File: src/rtl/pd2u_pkg.sv
package pd2u_pkg;
  localparam int unsigned ELEM_W = 64;
  localparam int unsigned RES_W  = 32;
  localparam int unsigned RSV_W  = 4;

  typedef enum logic [1:0] {
    RM_RNE = 2'b00,
    RM_RDN = 2'b01,
    RM_RUP = 2'b10,
    RM_RTZ = 2'b11
  } rm_e;

  typedef enum logic [1:0] {
    VL_128 = 2'b00,
    VL_256 = 2'b01,
    VL_512 = 2'b10,
    VL_BAD = 2'b11
  } vl_e;
endpackage

File: src/rtl/pd2u_lane.sv
module pd2u_lane
  import pd2u_pkg::*;
(
  input  logic [ELEM_W-1:0] fp_i,
  input  logic [1:0]        rm_i,
  output logic [RES_W-1:0]  res_o,
  output logic              inv_o,
  output logic              inx_o
);
  localparam logic [10:0] EXP_HALF = 11'd1022; // value in [0.5,1)
  localparam logic [10:0] EXP_BIG  = 11'd1055; // value >= 2^32
  localparam logic [10:0] SH_BIAS  = 11'd1011; // shift = E + 12

  logic        sgn;
  logic [10:0] expo;
  logic [51:0] man;
  logic [52:0] sig;
  logic [5:0]  sh;
  logic [95:0] fx;
  logic [31:0] ipart;
  logic        rbit, sbit, inc, is_zero, is_spec, is_big, is_tiny;
  logic [32:0] mag;

  assign sgn  = fp_i[63];
  assign expo = fp_i[62:52];
  assign man  = fp_i[51:0];
  assign sig  = {1'b1, man};
  assign sh   = 6'(expo - SH_BIAS);
  assign fx   = {43'd0, sig} << sh;

  always_comb begin
    is_zero = (expo == '0) && (man == '0);
    is_spec = &expo;
    is_big  = expo >= EXP_BIG;
    is_tiny = (expo < EXP_HALF) && !is_zero;
    if (is_zero) begin
      ipart = '0; rbit = 1'b0; sbit = 1'b0;
    end else if (is_tiny) begin
      ipart = '0; rbit = 1'b0; sbit = 1'b1;
    end else begin
      ipart = fx[95:64]; rbit = fx[63]; sbit = |fx[62:0];
    end
    unique case (rm_i)
      RM_RNE:  inc = rbit & (sbit | ipart[0]);
      RM_RDN:  inc = sgn & (rbit | sbit);
      RM_RUP:  inc = ~sgn & (rbit | sbit);
      default: inc = 1'b0;
    endcase
    mag = {1'b0, ipart} + 33'(inc);
    if (is_spec || is_big || mag[32] || (sgn && mag != '0)) begin
      res_o = '1;
      inv_o = 1'b1;
      inx_o = 1'b0;
    end else begin
      res_o = sgn ? '0 : mag[31:0];
      inv_o = 1'b0;
      inx_o = rbit | sbit;
    end
  end
endmodule

File: src/rtl/pd2u_ctl.sv
module pd2u_ctl
  import pd2u_pkg::*;
#(
  parameter int unsigned MAX_LANES = 8
) (
  input  logic [1:0]           vl_i,
  input  logic [RSV_W-1:0]     rsv_i,
  input  logic                 mem_i,
  input  logic                 bcast_i,
  input  logic                 emb_en_i,
  input  logic [1:0]           emb_rm_i,
  input  logic [1:0]           glb_rm_i,
  output logic [MAX_LANES-1:0] lane_en_o,
  output logic [1:0]           rm_o,
  output logic                 bcast_o,
  output logic                 illegal_o
);
  int unsigned nlanes;
  logic        use_emb;

  always_comb begin
    nlanes = 32'd2 << vl_i;
    for (int j = 0; j < MAX_LANES; j++) lane_en_o[j] = (j < int'(nlanes));
  end

  assign use_emb   = !mem_i && (vl_i == VL_512) && emb_en_i;
  assign rm_o      = use_emb ? emb_rm_i : glb_rm_i;
  assign bcast_o   = mem_i & bcast_i;
  assign illegal_o = (rsv_i != '1) || (vl_i == VL_BAD);
endmodule

File: src/rtl/pd2u_conv.sv
module pd2u_conv
  import pd2u_pkg::*;
#(
  parameter int unsigned MAX_LANES = 8,
  localparam int unsigned SRC_W    = MAX_LANES * ELEM_W,
  localparam int unsigned RES_SPAN = MAX_LANES * RES_W
) (
  input  logic                 clk_i,
  input  logic                 rst_ni,
  input  logic                 valid_i,
  input  logic [SRC_W-1:0]     src_i,
  input  logic [1:0]           vl_i,
  input  logic [MAX_LANES-1:0] mask_i,
  input  logic                 mask_en_i,
  input  logic                 zero_i,
  input  logic [SRC_W-1:0]     old_dst_i,
  input  logic [1:0]           glb_rm_i,
  input  logic [1:0]           emb_rm_i,
  input  logic                 emb_en_i,
  input  logic                 mem_i,
  input  logic                 bcast_i,
  input  logic [RSV_W-1:0]     rsv_i,
  output logic                 valid_o,
  output logic [SRC_W-1:0]     dst_o,
  output logic                 inv_o,
  output logic                 inx_o,
  output logic                 illegal_o
);
  logic [MAX_LANES-1:0] lane_en, lane_act, lane_inv, lane_inx;
  logic [1:0]           rm;
  logic                 bcast, illegal;
  logic [RES_SPAN-1:0]  packed_res;
  logic [SRC_W-1:0]     dst_nx;
  logic                 inv_nx, inx_nx;

  pd2u_ctl #(.MAX_LANES(MAX_LANES)) u_ctl (
    .vl_i      (vl_i),
    .rsv_i     (rsv_i),
    .mem_i     (mem_i),
    .bcast_i   (bcast_i),
    .emb_en_i  (emb_en_i),
    .emb_rm_i  (emb_rm_i),
    .glb_rm_i  (glb_rm_i),
    .lane_en_o (lane_en),
    .rm_o      (rm),
    .bcast_o   (bcast),
    .illegal_o (illegal)
  );

  for (genvar j = 0; j < MAX_LANES; j++) begin : g_lane
    logic [ELEM_W-1:0] elem;
    logic [RES_W-1:0]  res;
    logic              inv, inx;

    assign elem = bcast ? src_i[ELEM_W-1:0] : src_i[j*ELEM_W +: ELEM_W];

    pd2u_lane u_lane (
      .fp_i  (elem),
      .rm_i  (rm),
      .res_o (res),
      .inv_o (inv),
      .inx_o (inx)
    );

    assign lane_act[j] = lane_en[j] & (~mask_en_i | mask_i[j]);
    assign lane_inv[j] = lane_act[j] & inv;
    assign lane_inx[j] = lane_act[j] & inx;

    always_comb begin
      if (lane_act[j])                           packed_res[j*RES_W +: RES_W] = res;
      else if (lane_en[j] && mask_en_i && !zero_i) packed_res[j*RES_W +: RES_W] = old_dst_i[j*RES_W +: RES_W];
      else                                       packed_res[j*RES_W +: RES_W] = '0;
    end
  end

  always_comb begin
    if (illegal) begin
      dst_nx = old_dst_i;
      inv_nx = 1'b0;
      inx_nx = 1'b0;
    end else begin
      dst_nx = {{(SRC_W-RES_SPAN){1'b0}}, packed_res};
      inv_nx = |lane_inv;
      inx_nx = |lane_inx;
    end
  end

  always_ff @(posedge clk_i or negedge rst_ni) begin
    if (!rst_ni) begin
      valid_o   <= 1'b0;
      dst_o     <= '0;
      inv_o     <= 1'b0;
      inx_o     <= 1'b0;
      illegal_o <= 1'b0;
    end else begin
      valid_o <= valid_i;
      if (valid_i) begin
        dst_o     <= dst_nx;
        inv_o     <= inv_nx;
        inx_o     <= inx_nx;
        illegal_o <= illegal;
      end
    end
  end
endmodule

File: config.mk
export PLATFORM = sky130hd
export DESIGN_NAME = pd2u_conv
export DESIGN_NICKNAME = d
export VERILOG_FILES = /design/src/rtl/pd2u_pkg.sv /design/src/rtl/pd2u_lane.sv /design/src/rtl/pd2u_ctl.sv /design/src/rtl/pd2u_conv.sv
export SDC_FILE = /design/constraint.sdc
export NUM_CORES = 2
export LEC_CHECK = 0
export BUFFER_PORTS_ARGS = -buffer_cell sky130_fd_sc_hd__buf_2
export CAP_MARGIN = 20
export CELL_PAD_IN_SITES_DETAIL_PLACEMENT = 0
export CELL_PAD_IN_SITES_GLOBAL_PLACEMENT = 2
export CORE_AREA = 2 2 601 603
export DETAILED_ROUTE_END_ITERATION = 7
export DIE_AREA = 0 0 603 605
export GPL_TIMING_DRIVEN = 0
export PLACE_DENSITY_LB_ADDON = 0.08
export SLEW_MARGIN = 40
export SYNTH_ARGS = -nofsm -noshare
export SYNTH_HDL_FRONTEND = slang
export SYNTH_SLANG_ARGS = --single-unit
File: constraint.sdc
create_clock -name clk_i -period 1.11 [get_ports clk_i]
set_input_delay 0.111 -clock clk_i [delete_from_list [all_inputs] [get_ports clk_i]]
set_output_delay 0.111 -clock clk_i [all_outputs]
set_load 0.005 [all_outputs]
Yosys cells after proc, flatten, opt, wreduce, memory -nomap -nowiden

Index checks and enable logic that the tools add are counted.

Bits in registers: 516
Latch bits: 0
RAM bits: 0
ROM bits: 0
Input port bits: 1,050
Output and inout bits: 516
Word-level logic and storage cells: 376
Memories kept: 0

Add/sub/neg operators: 16
Multipliers: 0
Divide/modulo/power cells: 0
Order comparisons: 24
Eq/ne operators: 5
Shift-type cells: 9
Mux-type cells: 115
Bitwise operators: 82
Reduce and logical (&&, ||, !) cells: 120

Operators with widths:

| operator               | count |
|---|---|
| $mux W32               | 48 |
| $shl A53 B6 Y96        | 8 |
| $mux W512              | 1 |
| $reduce_or A63 Y1      | 8 |
| $mux W64               | 7 |
| $logic_not A52 Y1      | 8 |
| $add A32 B1 Y33        | 8 |
| $reduce_bool A33 Y1    | 8 |
| $lt A4 B32 Y1 const A  | 4 |
| $ge A11 B11 Y1 const B | 8 |
| $logic_not A11 Y1      | 8 |
| $lt A11 B10 Y1 const B | 8 |
| $reduce_and A11 Y1     | 8 |
| $lt A3 B32 Y1 const A  | 2 |
| $mux W1                | 50 |
| $and A1 B1 Y1          | 49 |
| $sub A6 B6 Y6 const B  | 8 |
| $logic_and A1 B1 Y1    | 42 |
| $lt A1 B32 Y1 const A  | 1 |
| $lt A2 B32 Y1 const A  | 1 |
| $shl A2 B2 Y32 const A | 1 |
| $logic_or A1 B1 Y1     | 25 |
| $or A1 B1 Y1           | 24 |
| $pmux W1 S3            | 8 |
| other kinds (8)        | 28 |

Logic depth before layout (Yosys ltp)

Word-level depth: 19
Depth in mapped cells: 52
Gate-level depth less buffers: 32

Cells and area by module

From an unflattened synthesis, not the netlist that was laid out.

Cells, all modules: 10,103
Area total of the unflattened synthesis: 79,895.4 um^2

Modules (own cells, without submodules):

| module                            | instances | cells an instance | area an instance (um^2) | sequential area each (um^2) |
|---|---|---|---|---|
| pd2u_lane at g_lane[0].u_lane ... | 5         | 870               | 6,702.7                 | 0.0 |
| pd2u_conv                         | 1         | 3,329             | 26,227.7                | 12,912.4 |
| pd2u_lane at g_lane[5].u_lane ... | 3         | 803               | 6,678.9                 | 0.0 |
| pd2u_ctl                          | 1         | 15                | 117.6                   | 0.0 |

Worst setup path after synthesis

Ideal clock, no wire load.

Path kind: input-to-reg
Start point: in mem_i
End point: reg dst_o[108]
Setup time: 0.137 ns
Data arrival time: 10.729 ns
Required time: 0.973 ns
Slack: -9.756 ns
Stages: 48
Buffers on the path: 21
Cell sequence: buf_6 > nand2_4 > buf_4 > buf_6 > buf_6 > buf_2 > buf_2 > buf_2 > clkbuf_1 > buf_1 > clkbuf_1 > buf_1 > clkbuf_1 > clkbuf_1 > buf_1 > buf_1 > nor2_1 > a21o_1 > [... 12 more ...] > o31a_1 > o21ai_0 > a211oi_1 > ha_1 > nand2_1 > a31oi_1 > or4b_1 > buf_2 > or4b_1 > a221oi_1 > nand4_1 > nor4_1 > nand4_1 > o21ai_2 > buf_4 > a21oi_1 > a21oi_1 > a21oi_1

Word-level cells in the longest chain between the ends: 18
Elaborated cells between the ends (all ways): 43
Classes of those cells: add/sub (2); order compare (2); eq/ne (2); shift (1); mux (13); bitwise (7); reduce/logical (16)

RTL lines:

| item                                                                     | line            | text |
|---|---|---|
| start, declared                                                          | pd2u_conv.sv:20 | `input logic mem_i,` |
| parallel branches: the longest is 15 deep, another holds $add A32 B1 Y33 | -               |  |
| $mux W32 (*)                                                             | pd2u_lane.sv:50 | `if (is_spec \|\| is_big \|\| mag[32] \|\| (sgn && mag != '0)) begin` |
| $mux W32 (*)                                                             | pd2u_conv.sv:70 | `if (lane_act[j]) packed_res[j*RES_W +: RES_W] = res;` |
| $mux W512 (*)                                                            | pd2u_conv.sv:77 | `if (illegal) begin` |
| end signal, assigned                                                     | pd2u_conv.sv:98 | `dst_o <= dst_nx;` |
| end, declared                                                            | pd2u_conv.sv:24 | `output logic [SRC_W-1:0] dst_o,` |

Every way passes the cells marked *.
A chain may end at the register's enable or synchronous reset.

Worst setup path after layout

Start point: in bcast_i
End point: reg inx_o

Word-level cells in the longest chain between the ends: 19
Elaborated cells between the ends (all ways): 234
Classes of those cells: add/sub (14); order compare (14); shift (7); mux (64); bitwise (50); reduce/logical (85)

RTL lines:

| item                                                                     | line             | text |
|---|---|---|
| start, declared                                                          | pd2u_conv.sv:21  | `input logic bcast_i,` |
| $and A1 B1 Y1 (*)                                                        | pd2u_ctl.sv:28   | `assign bcast_o = mem_i & bcast_i;` |
| parallel branches: the longest is 16 deep, another holds $add A32 B1 Y33 | -                |  |
| $reduce_or A8 Y1 (*)                                                     | pd2u_conv.sv:84  | `inx_nx = \|lane_inx;` |
| $mux W1 (*)                                                              | pd2u_conv.sv:77  |  |
| end signal, assigned                                                     | pd2u_conv.sv:100 | `inx_o <= inx_nx;` |
| end, declared                                                            | pd2u_conv.sv:26  | `output logic inx_o,` |

Marks and branches as above.

==> impl_metrics.ini <==
[worst_setup_path]
start_kind = input pin
worstPathRequired_ns = 1.87
cp_slowest_cell = or4_4
slowest_delay_ns = 0.56
path_class = in -> reg
crit_fanout = 10
critPathCaptureType = flop
critPathLaunch = bcast_i
worstPathArrival_ns = 9.90
r2r-start = inx_o$_DFFE_PN0P_
crit_path_frequent_cell = buf_12

[placement]
port-buffer-count = 1552
pre_cts_ws_ns = -13.82
placed_area_sq_um = 96600
hpwlAfterDp_um = 707000
place_congestion = 1.13

[pwr]
p_seq_frac = 0.146
ir_drop_mv = 1.11
p_leak_nw = 45.5
p_per_area_nw_per_um2 = 1310
netSwitchingFraction = 0.536
power_frac_clock = 0.179
combPwrFrac = 0.675
p_int_mw = 69.1
switchingPower_mw = 79.7

[global_routing]
grt_pass1_vias = 106000
grt_max_degree = 73
antenna_found_initial = 196
gr-total-overflow = 0
grt_pass1_wl_um = 1080000
track_usage = 0.442

[routing]
avgViaCountPerCell = 6.30
num_vias = 113000
drt_pass1_iterations = 8
routed_wl_um = 845000
drtAntennaViolNets = 0
post-route-drc-count = 0
drt-wirelength-per-cell_um = 47.2
drt_iter0_markers = 14600

[clock_tree]
clock_latency_ns = 0.87
clockBufferDepth = 4
root_buffer = clkbuf_16
clk_pin_slew_ns = 0.06
cts_tree = yes
numClockSinks = 516
htreeDepth = 3
cts_inserted_buffers = 78

[flow_run]
cap_violations = 0

[synthesis]
yosysUniqueCellTypes = 132
syn_nets = 11400
ys_ff_latch = 516
yosysWarnings = 0
synth-edff-count = 0
avgSynthCellArea_sq_um = 7.50
ys_seq_area_frac = 0.167
netlist_area_sq_um = 77100
synth-async-reset-ratio = 1.00
ys.flop_type = dfrtp_1
syn_inst = 10300

[hold_path]
hp-start = mask_i[5]
min-delay-path-class = in -> reg

[timing]
worst_pin_slew_ns = 1.06
setup_ws_ns = -8.03
rsz0062_at_grt = yes
max_clock_freq_mhz = 109
hold_viol = 7
period_share = 8.23
setup_viol = 1375
min_period_ns = 9.14
fin_hold_ws_ns = -0.142
slew_headroom = 0.297
slew_violations = 0
fin_skew_ns = 0

[die]
die_w_um = 603
fp.coreArea_sq_um = 358000
start_util = 0.215
fp.dieH_um = 605
io_pins = 1566
dieArea_sq_um = 365000
rows = 220

[layout]
layout-drive-gt1-share = 0.346
syn_to_final_growth_pct = 47.6
final_nets = 14000
fill_cells = 38900
final_area_sq_um = 114000

[run_status]
violations = hold timing, setup timing
status = finished, violations left
## Yosys cell counts, types with 44 or more instances
library cell  instances  area [sq um]
a21oi_1             723          3620
or2_2                63           394
a221oi_1             93           815
mux2i_1             655          6560
a2111oi_0            45           394
buf_4                47           353
a211o_1              70           613
o31ai_1              67           503
a21o_1               64           480
mux2_2              378          4260
inv_1               352          1320
nand3_1             541          2710
or4_1                44           330
buf_2               188           941
o211ai_1            129           968
xnor2_1             147          1290
o21ai_0             629          3150
o21a_1               57           428
a31oi_1             152           951
dfrtp_1             516         12900
o22ai_1             254          1590
nor3_1              319          1600
buf_1                93           349
nor2_1              884          3320
and3_1              133           832
nand4_1             158           988
mux4_2              185          4170
nor4_1              208          1300
xor2_1              105           920
nand2b_1             45           282
nand2_1             745          2800
and2_1               77           482
o221ai_1             69           604
a22o_1               49           429
a211oi_1            174          1310
o21ai_1              67           335
clkbuf_1            550          2060
a22oi_1             233          1750
or3_1                96           601
## critical path, delay by kind of cell
kind | cells | cell delay [ns]
AOI/OAI and AO/OA | 12 | 2.91
adders and majority gates | 3 | 0.62
buffers and inverters | 20 | 2.74
muxes | 2 | 0.56
and+or+nand+nor | 13 | 2.82
## cell families after synthesis
group	after synthesis	share of synthesized area
and+or+nand+nor	3558	0.231
DFF	516	0.167
muxes	1219	0.194
adders and majority gates	44	0.00710
xor gates and xnor gates	256	0.0296
AOI/OAI and AO/OA	3417	0.299
buffers and inverters	1276	0.0716
## per-layer routing
layer | GRT usage | part of all wire | up-vias
li1 | - | - | 45200
met1 | 0.503 | 0.37 | 57200
met2 | 0.663 | 0.42 | 8113
met3 | 0.129 | 0.097 | 2196
met4 | 0.418 | 0.11 | 48
met5 | 0 | 0.00051 | -
## path summary, 6_finish.rpt
kind                       cells past startpoint                endpoint  slack (ns)
setup / recovery                              50       inx_o$_DFFE_PN0P_       -8.03
hold / removal                                 4  dst_o[163]$_DFFE_PN0P_       -0.14
setup reg to reg                               5       inx_o$_DFFE_PN0P_       -1.32
hold reg to reg                                1   dst_o[36]$_DFFE_PN0P_        0.47
max in group asynchronous                     14  dst_o[345]$_DFFE_PN0P_       -1.00
min in group asynchronous                     10   dst_o[31]$_DFFE_PN0P_        0.32
## final cells by class
cell class,count,area (sq um),share of cell area
clock buffers,118,2310,0.0203
diodes,167,418,0.00367
flip-flops and latches,516,12900,0.113
well taps,4773,5970,0.0524
repair buffers,2547,18500,0.163
multi-input cells,8495,65900,0.579
clock inverters,19,260,0.00229
inverters,355,1340,0.0118
plain buffers,902,6230,0.0547
## metrics by stage
stage                     total power [mW]  setup TNS, ns  std cells   util
after detailed placement               107       -4044.19      16800  0.270
final                                  149       -2711.61      17900  0.318
after CTS                              142       -3000.63      17600  0.311
after global placement                 105              -      16600  0.257
after global routing                   151       -2796.35      17800  0.318
after floorplan                       64.7       -1925.33      10300      -
## power by group through the flow
stage	clock network (mW)	logic [mW]	registers, mW
6_report	26.6	100	21.7
4_1_cts	27.2	93.4	21.7
3_5_place_dp	0	84.5	22.0
2_1_floorplan	0	42.6	22.1
3_3_place_gp	0	83.0	22.0
5_1_grt	27.8	101	21.9
## placed cells by master (no fill, tap or decap), types with 125 or more instances in the layout
master and instances:
a21oi_1 551, a21oi_2 141, a22oi_1 202, a31oi_1 132, and3_1 125, buf_2 1695, buf_4 369, clkbuf_1 320
dfrtp_1 516, diode_2 167, dlygate4sd3_1 513, inv_1 350, mux2_2 366, mux2i_1 531, mux4_2 185, nand2_1 706
nand3_1 528, nand4_1 158, nor2_1 832, nor3_1 274, nor4_1 167, o211ai_1 129, o21ai_0 529, o22ai_1 219
xnor2_1 128
## timing repair
| action | in CTS | in global routing |
|---|---|---|
| setup buffers | 220 | 77 |
| setup endpoints to repair | 1091 | 1412 |
| pin swaps | 194 | 118 |
| gates resized for setup | 1125 | 313 |
| hold buffers | 519 | 3 |
| hold endpoints to repair | 740 | 8 |
| gates cloned | 12 | 2 |
## state kept, by name (all words and copies together) (netlist names)
signal / cells
illegal_o: 1
dst_o: 512
inv_o: 1
inx_o: 1
valid_o: 1
Note: power is estimated with default switching activity, not from simulation.
